--- config.mk ---
export PLATFORM = sky130hd
export DESIGN_NAME = addr_adder16
export DESIGN_NICKNAME = d
export VERILOG_FILES = /design/src/rtl/addr_adder16.sv
export SDC_FILE = /design/constraint.sdc
export NUM_CORES = 1
export LEC_CHECK = 0
export BUFFER_PORTS_ARGS = -buffer_cell sky130_fd_sc_hd__buf_2
export CORE_ASPECT_RATIO = 0.9
export CORE_MARGIN = 2
export CORE_UTILIZATION = 35
export DETAILED_ROUTE_END_ITERATION = 12
export PLACE_DENSITY = 0.71
export SLEW_MARGIN = 0
export SYNTH_ARGS = -nofsm -noshare
export SYNTH_HDL_FRONTEND = slang
export SYNTH_SLANG_ARGS = --single-unit
--- constraint.sdc ---
create_clock -name clk -period 3 [get_ports clk]
set_input_delay 0.3 -clock clk [delete_from_list [all_inputs] [get_ports clk]]
set_output_delay 0.3 -clock clk [all_outputs]
set_load 0.05 [all_outputs]
--- src/rtl/addr_adder16.sv ---
module addr_adder16 #(
  parameter int W  = 16,
  parameter int DW = 8
) (
  input  logic          clk,
  input  logic          rst,
  input  logic          strobe,
  input  logic [1:0]    op_sel,
  input  logic [W-1:0]  opa,
  input  logic [W-1:0]  opb,
  output logic [W-1:0]  sum,
  output logic          flag_z,
  output logic          flag_n,
  output logic          flag_h,
  output logic          flag_c
);
  localparam int HB = W - 4;
  localparam int NB = DW / 2;

  logic          is_pair, is_disp;
  logic [W:0]    pair_full;
  logic [HB:0]   pair_low;
  logic [W-1:0]  disp_ext;
  logic [DW:0]   byte_full;
  logic [NB:0]   nib_full;

  assign is_pair   = (op_sel == 2'b00);
  assign is_disp   = (op_sel == 2'b01) || (op_sel == 2'b10);
  assign pair_full = {1'b0, opa} + {1'b0, opb};
  assign pair_low  = {1'b0, opa[HB-1:0]} + {1'b0, opb[HB-1:0]};
  assign disp_ext  = {{(W-DW){opb[DW-1]}}, opb[DW-1:0]};
  assign byte_full = {1'b0, opa[DW-1:0]} + {1'b0, opb[DW-1:0]};
  assign nib_full  = {1'b0, opa[NB-1:0]} + {1'b0, opb[NB-1:0]};

  assign sum = is_pair ? pair_full[W-1:0] :
               is_disp ? (opa + disp_ext) : '0;

  always_ff @(posedge clk) begin
    if (rst) begin
      flag_z <= 1'b0;
      flag_n <= 1'b0;
      flag_h <= 1'b0;
      flag_c <= 1'b0;
    end else if (strobe && is_pair) begin
      flag_n <= 1'b0;
      flag_h <= pair_low[HB];
      flag_c <= pair_full[W];
    end else if (strobe && is_disp) begin
      flag_z <= 1'b0;
      flag_n <= 1'b0;
      flag_h <= nib_full[NB];
      flag_c <= byte_full[DW];
    end
  end

  a_r4_z_kept: assert property (@(posedge clk) disable iff (rst)
    (strobe && op_sel == 2'b00) |=> (flag_z == $past(flag_z) && !flag_n));
  a_r6_disp_clears: assert property (@(posedge clk) disable iff (rst)
    (strobe && (op_sel == 2'b01 || op_sel == 2'b10)) |=> (!flag_z && !flag_n));
  a_r7_hold: assert property (@(posedge clk) disable iff (rst)
    (!strobe || op_sel == 2'b11) |=>
      ($stable(flag_z) && $stable(flag_n) && $stable(flag_h) && $stable(flag_c)));
  a_r8_reset: assert property (@(posedge clk)
    rst |=> !(flag_z || flag_n || flag_h || flag_c));
  a_r3_carry_wrap: assert property (@(posedge clk) disable iff (rst)
    (strobe && op_sel == 2'b00) |=> (flag_c == ($past(sum) < $past(opa))));
endmodule

==> out/results.tsv, run 1 <==
stage	metric	value	unit
sta	final period utilization	0.968	
drt	Residual DRC	0	
drt	Avg Vias per Cell	5.59	
final_layout	synthesis-to-finish area growth	27.0	%
critical_path	critical path data arrival time	2.60	ns
sta	Min Clock Period, post-route	2.90	ns
worst_hold_path	Min-Delay Path Class	in -> reg	
synth	mapped cell area	1370	um2
final_layout	commonest non-fill, non-tap cell in the layout	buf_2	
sta	setup TNS	0	ns
final_layout	n_diodes	0	
placed_design	port bufs	54	
power_and_ir_drop	register share of total power	0.045	
drt	DR vias	1639	
sta	Worst-Margin Slew	0.602	ns
floorplanning	Chip Width	69.9	um
sta	Slew Limit Fails	0	
global_route	largest net degree at the start of global routing	17	
drt	met1 WL	1880	um
power_and_ir_drop	switching share of power	0.556	
clock_network	Worst-path clk slew	0.03	ns
final_layout	fin util	0.466	
floorplanning	core area	3730	um2
floorplanning	die area	4430	um2
global_route	first-pass GRT wire length	6510	um
global_route	grt ovf	0	
power_and_ir_drop	Power Internal	299	uW
placed_design	RD Place Congestion	0.887	
critical_path	RR Startpoint	flag_c	
critical_path	Max FO, Critical Path	3	
synth	Synth area leaders	ha_1 22%, a21oi_1 7.7%, xnor2_1 7.0%	
final_layout	nets@finish	311	
floorplanning	Initial Util	0.367	
critical_path	Worst setup EP type	output port	
floorplanning	row cnt	21	
sta	f_max	344	MHz
power_and_ir_drop	P per Cell Area	387	nW/um2
clock_network	CTS tree	done	
final_layout	ratio of cells with drive above 1 in the final layout	0.263	
clock_network	Max clock buf depth	2	
power_and_ir_drop	P_sw	374	uW
floorplanning	IO Pins	57	
drt	Initial DRC Count	63	
sta	Worst slew margin	0.599	
clock_network	clk sinks	2	
power_and_ir_drop	Logic pwr share	0.799	
synth	Yosys top cell area share	0.219	
sta	final hold violations	0	
drt	remaining antenna violation count	0	
final_layout	multi-input logic area	1280	um2
drt	Pre-antenna DRT Iters	4	
critical_path	Worst Path Buf+Inv	2	
synth	#FFs+latches synth	2	
clock_network	Hold-fix buffers, CTS	0	
sta	Final Skew	0	ns
clock_network	# H-tree levels	1	
power_and_ir_drop	clock share of power	0.156	
power_and_ir_drop	Lkg Pwr	0.868	nW
drt	WL final	3860	um
worst_hold_path	Hold Crit Start	rst	
drt	Met2 Wirelength	1750	um
global_route	initial antenna violation count	0	
critical_path	Setup CP Type	in -> out	
drt	met3 WL post-DR	194	um
synth	post-synthesis sequential area ratio	0.0293	
clock_network	clk_lat worst skew	0.21	ns
drt	DR WL/cell	13.2	um
global_route	vias in the first global route	1506	
sta	unrepaired setup endpoints after global routing	no	
synth	area leader, netlist	ha_1	
critical_path	Critical Path RT	2.70	ns
placed_design	Post-DP HPWL	3270	um
critical_path	start point of the critical path	opa[0]	
critical_path	Largest delay share family, worst path	compound AO/OA/AOI/OAI gates	
clock_network	Root Driver	clkbuf_8	
synth	Post-synth top flop	dfxtp_1	
final_layout	final-layout fill cell count	406	
global_route	GRT Util Overall	0.174	
power_and_ir_drop	Worst VDD drop	126	uV
synth	EDFF count, synth	0	
clock_network	TritonCTS buffer count	3	
critical_path	CP startpoint kind	input port	
critical_path	slowest CP cell	a221o_1	
synth	post-synth cell types	45	
synth	cells after synthesis	191	
critical_path	crit-path cells	buf_2, ha_1, fa_2, a21o_1, a221o_1, o211ai_2, a21boi_1, or3_1, a32o_1, clkbuf_4	
run	max-cap violations	0	
final_layout	most frequent cells in the layout	53 x buf_2, 24 x ha_1, 21 x a21oi_1	
critical_path	slowest stage delay, CP	0.38	ns
synth	Avg Inst Size Synth	7.17	um2
final_layout	register area	40.0	um2
sta	Final Setup Violations	0	
synth	yosys warns	0	
outcome	run status	finished clean	
drt	top routing layer used	met4	
synth	asr flop ratio synth	0	
floorplanning	Die H	63.3	um
worst paths after layout:
kind,to,slack (ns),cells past startpoint
max,sum[12],0.1,10
min reg2reg,flag_h,0.44,2
max reg2reg,flag_c,2.43,2
min,flag_h,0.27,2
power groups by stage:
stage / Sequential [mW] / Combinational (mW) / Clock, mW
CTS: 0.0302 / 0.533 / 0.108
detailed placement: 0.0305 / 0.531 / 0
global route: 0.0304 / 0.584 / 0.113
finish: 0.0301 / 0.538 / 0.105
floorplan: 0.0384 / 0.405 / 0
global placement: 0.0303 / 0.529 / 0
worst register-to-register path: stages (launching register included):
cell and delay, ns:
dfxtp_1 0.30, nor2b_1 0.11, nor3_1 0.05
area by class of cell:
| cell class | count | area share |
|---|---|---|
| sequential | 2 | 0.0230 |
| multi-input combinational | 179 | 0.739 |
| inverter | 7 | 0.0151 |
| tap | 46 | 0.0331 |
| clock buffer | 3 | 0.0238 |
| timing repair buffer | 56 | 0.166 |
per-layer routing:
metal / up-vias / global-route usage
met4: 0 / 0.0409
met3: 6 / 0.0208
li1: 840 / -
met5: - / 0
met1: 743 / 0.254
met2: 50 / 0.274
logic make-up after synthesis:
group,count (synthesis),share of synthesized area
fa+ha+maj,25,0.234
compound gates,81,0.394
buf+inv,11,0.0402
mux,1,0.00823
flops,2,0.0293
other cells,1,0.00274
xor+xnor,19,0.122
simple gates,51,0.170
registers in the layout (all words and copies together) (netlist names):
signal and cells:
flag_c 1, flag_h 1
timing repair:
action	in CTS	in global routing
setup endpoints to repair	0	1
gates resized for setup	0	2
setup buffers	0	1
per-stage QoR:
stage | instance area [um2] | total power [mW] | instances | hold slack (ns) | setup WS (ns)
3_3_place_gp | 1680 | 0.559 | 289 | 0.432 | 0.104
5_1_grt | 1740 | 0.727 | 293 | 0.268 | 0.0167
6_report | 1740 | 0.673 | 293 | 0.267 | 0.0961
3_5_place_dp | 1680 | 0.561 | 289 | 0.444 | 0.0552
2_1_floorplan | 1380 | 0.443 | 192 | 0.369 | 0.227
4_1_cts | 1730 | 0.671 | 292 | 0.265 | 0.0517
Yosys cell counts, types with 2 or more instances:
master,count
o21a_1,4
a211o_1,2
or3_1,2
nand2_1,15
a32o_1,2
xnor2_1,11
a211oi_1,5
o31ai_1,2
a21o_1,7
dfxtp_1,2
nand3_1,4
nor2_1,15
nor3_1,6
o21ai_0,17
ha_1,24
a21oi_1,21
xor2_1,8
a22o_1,4
nor2b_1,5
inv_1,7
o211ai_1,2
buf_4,2
o21ai_1,2
No activity file was read; power rests on OpenSTA's default activity.
==> run 2: changes to the inputs <==
CORE_ASPECT_RATIO = default   (was 0.9)
SLEW_MARGIN = default   (was 0)
==> run 2 against run 1 <==
Compared with the run above: routed wire length is 0.96% higher; clock power hardly changed; setup slack better by 0.0064 ns; total power is 0.40% higher; maximum frequency is 0.22% higher; register-to-register slack hardly changed; sequential share of layout area hardly changed; first-iteration DRC count is 3.2% higher; critical endpoint unchanged; largest cell class unchanged.
==> out/results.tsv, run 2 (synthesized netlist as in run 1, its figures left out) <==
stage	metric	value	unit	change
outcome	run status	finished clean		
final_layout	register area	40.0	um2	unchanged
power_and_ir_drop	register share of total power	0.045		about the same
clock_network	clk sinks	2		unchanged
sta	Min Clock Period, post-route	2.90	ns	-0.00642 ns
critical_path	critical path data arrival time	2.60	ns	about the same
critical_path	Max FO, Critical Path	3		unchanged
power_and_ir_drop	Worst VDD drop	146	uV	+16%
critical_path	RR Startpoint	flag_h		
final_layout	final-layout fill cell count	411		+1.2%
clock_network	# H-tree levels	1		unchanged
drt	Avg Vias per Cell	5.47		-2.3%
final_layout	fin util	0.470		+0.00424
sta	Worst-Margin Slew	0.590	ns	-0.0115 ns
sta	fin worst setup slack	0.103	ns	+0.00642 ns
final_layout	commonest non-fill, non-tap cell in the layout	buf_2		
critical_path	Critical Path RT	2.70	ns	about the same
worst_hold_path	hold endpoint	flag_h		
final_layout	synthesis-to-finish area growth	27.6	%	
sta	final period utilization	0.966		-0.00214
worst_hold_path	Hold Crit Start	rst		
clock_network	clk_lat worst skew	0.21	ns	about the same
placed_design	RD Place Congestion	0.974		+9.8%
clock_network	Root Driver	clkbuf_8		
power_and_ir_drop	Logic pwr share	0.798		about the same
final_layout	most frequent cells in the layout	53 x buf_2, 23 x ha_1, 21 x a21oi_1		
clock_network	CTS tree	done		
placed_design	Post-DP HPWL	3290	um	+0.61%
final_layout	ratio of cells with drive above 1 in the final layout	0.271		+0.00810
sta	Final Skew	0	ns	unchanged
sta	unrepaired setup endpoints after global routing	no		
clock_network	Worst-path clk slew	0.03	ns	about the same
critical_path	Worst setup EP type	output port		
run	max-cap violations	0		unchanged
drt	WL final	3900	um	+0.96%
clock_network	TritonCTS buffer count	3		unchanged
floorplanning	Initial Util	0.368		+0.00148
critical_path	FF-to-FF setup slack	2.43	ns	about the same
power_and_ir_drop	PnR Total Power	676	uW	+0.40%
global_route	vias in the first global route	1477		-1.9%
floorplanning	row cnt	22		+4.8%
sta	Final Setup Violations	0		unchanged
sta	Worst slew margin	0.606		+0.00764
power_and_ir_drop	P_sw	376	uW	+0.48%
drt	Residual DRC	0		unchanged
floorplanning	Die H	66.5	um	+5.1%
sta	worst hold margin	0.270	ns	+0.00268 ns
power_and_ir_drop	switching share of power	0.556		about the same
worst_hold_path	hold-critical path depth	2		unchanged
sta	Slew Limit Fails	0		unchanged
floorplanning	die area	4430	um2	about the same
critical_path	Setup CP Type	in -> out		
worst_hold_path	Min-Delay Path Class	in -> reg		
drt	DR vias	1613		-1.6%
placed_design	Place WS	0.0588	ns	+0.00365 ns
global_route	GRT Util Overall	0.172		-0.00232
global_route	grt ovf	0		unchanged
critical_path	RR Endpoint	flag_h		
power_and_ir_drop	Lkg Pwr	0.866	nW	-0.12%
floorplanning	Chip Width	66.5	um	-4.8%
sta	setup TNS	0	ns	unchanged
sta	f_max	345	MHz	+0.22%
clock_network	Hold-fix buffers, CTS	0		unchanged
drt	Initial DRC Count	65		+3.2%
floorplanning	IO Pins	57		unchanged
critical_path	CP startpoint kind	input port		
drt	remaining antenna violation count	0		unchanged
final_layout	Largest regs	flag_c x1, flag_h x1		
clock_network	Max clock buf depth	2		unchanged
floorplanning	core area	3720	um2	-0.40%
placed_design	port bufs	54		unchanged
global_route	initial antenna violation count	0		unchanged
power_and_ir_drop	Power Internal	300	uW	+0.29%
global_route	largest net degree at the start of global routing	17		unchanged
drt	Pre-antenna DRT Iters	4		unchanged
power_and_ir_drop	clock share of power	0.158		+0.002
sta	final hold violations	0		unchanged
global_route	first-pass GRT wire length	6130	um	-5.8%
drt	DR WL/cell	13.2	um	+0.27%
power_and_ir_drop	P per Cell Area	387	nW/um2	-0.11%
final_layout	nets@finish	311		unchanged
critical_path	R2R depth	2		unchanged
final_layout	multi-input logic area	1290	um2	+0.49%
final_layout	n_diodes	0		unchanged
==> run 2: cell count changes in the layout (fill, tap and decap cells not counted) <==
cell,change
a21boi_1,-1
a21boi_2,+1
ha_1,-1
buf_4,+1
clkbuf_4,-1
ha_2,+1
==> run 2: how the worst max path moves through the flow <==
| stage | slack, ns | cells after the start | endpoint | startpoint |
|---|---|---|---|---|
| 3_5_place_dp | 0.06 | 10 | sum[12] | opa[0] |
| 3_3_place_gp | 0.1 | 10 | sum[12] | opa[0] |
| 5_1_grt | 0.002 | 10 | sum[12] | opa[0] |
| 6_report | 0.10 | 10 | sum[12] | opa[0] |
| 2_1_floorplan | 0.23 | 7 | sum[10] | opa[0] |
| 4_1_cts | 0.06 | 10 | sum[12] | opa[0] |
==> run 2: final cells by class <==
class | count | share of cell area
Tap cell | 48 | 0.0344
Multi-Input combinational cell | 179 | 0.739
Sequential cell | 2 | 0.0229
Clock buffer | 3 | 0.0236
Timing Repair Buffer | 56 | 0.165
Inverter | 7 | 0.0150
==> run 2: metrics by stage <==
| stage | cell area, um2 | cells |
|---|---|---|
| 6_report | 1750 | 295 |
| 5_1_grt | 1750 | 295 |
| 4_1_cts | 1730 | 294 |
| 3_5_place_dp | 1690 | 291 |
| 3_3_place_gp | 1690 | 291 |
| 2_1_floorplan | 1380 | 192 |
==> run 2: what timing repair did <==
action,CTS,global route
buffers inserted,0,1
setup endpoints to repair,0,2
gates resized for setup,0,5
==> run 2: layer usage <==
layer | wire length, um | share of wire | global-route usage | vias up
met5 | 0 | 0 | 0 | -
met4 | 0 | 0 | 0.0612 | 0
met3 | 144 | 0.037 | 0.0101 | 0
met2 | 1890 | 0.48 | 0.290 | 38
met1 | 1860 | 0.48 | 0.230 | 741
li1 | - | - | - | 834
==> run 2: power groups by stage <==
stage	combinational [mW]	sequential (mW)	clock [mW]
after global placement	0.529	0.0303	0
after global routing	0.583	0.0305	0.116
after CTS	0.532	0.0302	0.111
after detailed placement	0.530	0.0306	0
final	0.539	0.0302	0.106
after floorplan	0.405	0.0384	0
==> run 2: worst max-delay path, cell delays in order <==
cell and delay (ns):
buf_2 0.10, ha_2 0.20, fa_2 0.37, a21o_1 0.19, a221o_1 0.37, o211ai_2 0.23
a21boi_2 0.08, or3_1 0.31, a32o_1 0.25, buf_4 0.19
==> run 3: changes to the inputs <==
--- a/config.mk
+++ b/config.mk
@@ -8,2 +8,3 @@
 export BUFFER_PORTS_ARGS = -buffer_cell sky130_fd_sc_hd__buf_2
+export CAP_MARGIN = 20
 export CORE_MARGIN = 2
==> constraint.sdc (replaced) <==
create_clock -name clk -period 3 [get_ports clk]
set_input_delay 0.6 -clock clk [delete_from_list [all_inputs] [get_ports clk]]
set_output_delay 0.6 -clock clk [all_outputs]
set_load 0.05 [all_outputs]
==> run 3 against run 2 <==
Compared with the run above: the flow now finishes with violations (negative setup slack); utilization grew 17 points; maximum frequency down 14%; largest power group unchanged; sequential share of layout area decreased by 0.60 points; clock power barely moved; worst hold slack better by 0.18 ns; clock skew unchanged; critical endpoint unchanged; routed wire length grew 26%; final cell count increased by 15%; register-to-register slack about the same.
==> out/results.tsv, run 3 (synthesized netlist as in run 1, its figures left out) <==
stage	metric	value	unit	change
outcome	run status	complete, but fails checks		
outcome	failing checks	negative setup slack		
sta	Final Skew	0	ns	unchanged
placed_design	Place WS	-0.468	ns	-0.527 ns
global_route	met2 usage	0.399		+0.109
final_layout	most frequent cells in the layout	41 x buf_2, 41 x buf_4, 19 x ha_1		
drt	Avg Vias per Cell	5.57		+1.8%
final_layout	fin util	0.638		+0.168
critical_path	RR Endpoint	flag_h		
global_route	routing usage on met1	0.259		+0.0285
power_and_ir_drop	register share of total power	0.035		-0.010
run	max-cap violations	0		unchanged
critical_path	CP startpoint kind	input port		
critical_path	critical path data arrival time	2.76	ns	+0.16 ns
clock_network	CTS tree	done		
power_and_ir_drop	Logic pwr share	0.844		+0.046
clock_network	Root Driver	clkbuf_8		
floorplanning	Die H	66.5	um	unchanged
global_route	vias in the first global route	1700		+15%
floorplanning	Initial Util	0.368		unchanged
critical_path	Critical Path RT	2.40	ns	-0.30 ns
drt	Initial DRC Count	92		+42%
critical_path	R2R depth	2		unchanged
floorplanning	IO Pins	57		unchanged
power_and_ir_drop	P_sw	439	uW	+17%
sta	f_max	298	MHz	-14%
global_route	initial antenna violation count	0		unchanged
clock_network	Max clock buf depth	2		unchanged
clock_network	clk_lat worst skew	0.21	ns	about the same
critical_path	Max FO, Critical Path	2		-1
sta	unrepaired setup endpoints after global routing	yes		
sta	Min Clock Period, post-route	3.36	ns	+0.463 ns
power_and_ir_drop	Worst VDD drop	311	uV	+110%
placed_design	port bufs	54		unchanged
sta	Slew Limit Fails	0		unchanged
critical_path	Setup CP Type	in -> out		
power_and_ir_drop	clock share of power	0.121		-0.037
worst_hold_path	hold endpoint	flag_h		
critical_path	RR Startpoint	flag_h		
drt	Residual DRC	0		unchanged
clock_network	Worst-path clk slew	0.03	ns	about the same
drt	remaining antenna violation count	0		unchanged
global_route	largest net degree at the start of global routing	11		-6
power_and_ir_drop	P per Cell Area	366	nW/um2	-5.4%
clock_network	TritonCTS buffer count	3		unchanged
critical_path	Worst setup EP type	output port		
floorplanning	die area	4430	um2	unchanged
placed_design	placed cells	331		+14%
final_layout	Largest regs	flag_c x1, flag_h x1		
final_layout	synthesis-to-finish area growth	73.1	%	
sta	Worst slew margin	0.588		-0.0182
final_layout	Non-Filler Instances	339		+15%
sta	Worst-Margin Slew	0.615	ns	+0.0250 ns
floorplanning	core area	3720	um2	unchanged
placed_design	Post-DP HPWL	3520	um	+7.2%
floorplanning	Chip Width	66.5	um	unchanged
placed_design	RD Place Congestion	0.933		-4.2%
drt	WL final	4920	um	+26%
final_layout	nets@finish	355		+14%
floorplanning	row cnt	22		unchanged
drt	DR vias	1887		+17%
final_layout	ratio of cells with drive above 1 in the final layout	0.464		+0.193
worst_hold_path	hold-critical path depth	2		unchanged
global_route	first-pass GRT wire length	7340	um	+20%
global_route	GR Util met3	0.00845		-0.00169
clock_network	# H-tree levels	1		unchanged
global_route	GRT busiest layer	met2		
clock_network	clk sinks	2		unchanged
global_route	grt ovf	0		unchanged
drt	DR WL/cell	14.5	um	+9.7%
power_and_ir_drop	switching share of power	0.506		-0.0501
critical_path	FF-to-FF setup slack	2.43	ns	about the same
worst_hold_path	Hold Crit Start	flag_h		
final_layout	n_diodes	0		unchanged
power_and_ir_drop	Power Internal	428	uW	+43%
sta	final hold violations	0		unchanged
power_and_ir_drop	Lkg Pwr	1.15	nW	+33%
global_route	GRT Util Overall	0.208		+0.0359
sta	fin worst setup slack	-0.361	ns	-0.463 ns
sta	Final Setup Violations	8		+8
clock_network	Hold-fix buffers, CTS	0		unchanged
drt	Pre-antenna DRT Iters	4		unchanged
worst_hold_path	Min-Delay Path Class	reg -> reg		
sta	final period utilization	1.12		+0.154
## run 3: changes by cell type in the layout (fill, tap and decap cells not counted), moves of 4 or more
cell     delta
buf_2      -12
buf_4      +38
buf_6      +15
ha_1        -4
ha_4        +5
o21ai_0     -4
## run 3: power groups by stage
| stage | logic [mW] | clock network, mW | registers [mW] |
|---|---|---|---|
| finish | 0.732 | 0.105 | 0.0301 |
| global placement | 0.604 | 0 | 0.0304 |
| CTS | 0.680 | 0.108 | 0.0301 |
| detailed placement | 0.610 | 0 | 0.0304 |
| floorplan | 0.418 | 0 | 0.0384 |
| global route | 0.779 | 0.113 | 0.0305 |
## run 3: layout make-up
class                           count  area, um2
Multi-Input combinational cell    179       1480
Fill cell                         319       1350
Timing Repair Buffer              100        727
Tap cell                           48       60.1
Clock buffer                        3       41.3
Sequential cell                     2       40.0
Inverter                            7       26.3
## run 3: metal layers
metal | share of wire | wire length, um
met5 | 0 | 0
met4 | 0.012 | 61
met3 | 0.034 | 167
met2 | 0.52 | 2580
met1 | 0.43 | 2110
## run 3: worst max path at each step
| stage | from | cells past startpoint | end | slack [ns] |
|---|---|---|---|---|
| 6_report | opa[0] | 12 | sum[12] | -0.36 |
| 3_3_place_gp | opa[0] | 10 | sum[12] | -0.44 |
| 5_1_grt | opa[0] | 12 | sum[12] | -0.43 |
| 3_5_place_dp | opa[0] | 10 | sum[12] | -0.47 |
| 2_1_floorplan | opa[0] | 8 | sum[12] | -0.18 |
| 4_1_cts | opa[0] | 10 | sum[12] | -0.39 |
## run 3: repair_timing
item	in CTS	in global routing
setup endpoints to repair	8	9
resized for setup	41	21
setup buffers	3	3
pin swaps	22	18
## run 3: critical path, stage by stage
cell      delay (ns)
buf_6           0.10
ha_4            0.15
fa_2            0.33
a21o_1          0.18
buf_4           0.14
buf_6           0.12
a221oi_4        0.28
o21ai_2         0.10
a21oi_1         0.24
xnor2_1         0.14
a32o_2          0.24
buf_6           0.15
## run 3: per-stage QoR
stage	area, um2	total power [mW]	hold WS [ns]	setup TNS (ns)
6_report	2370	0.867	0.450	-1.79
5_1_grt	2370	0.923	0.465	-2.27
4_1_cts	2250	0.818	0.449	-1.24
3_5_place_dp	2020	0.640	0.444	-2.40
3_3_place_gp	2020	0.635	0.439	-2.40
2_1_floorplan	1410	0.456	0.664	-0.272
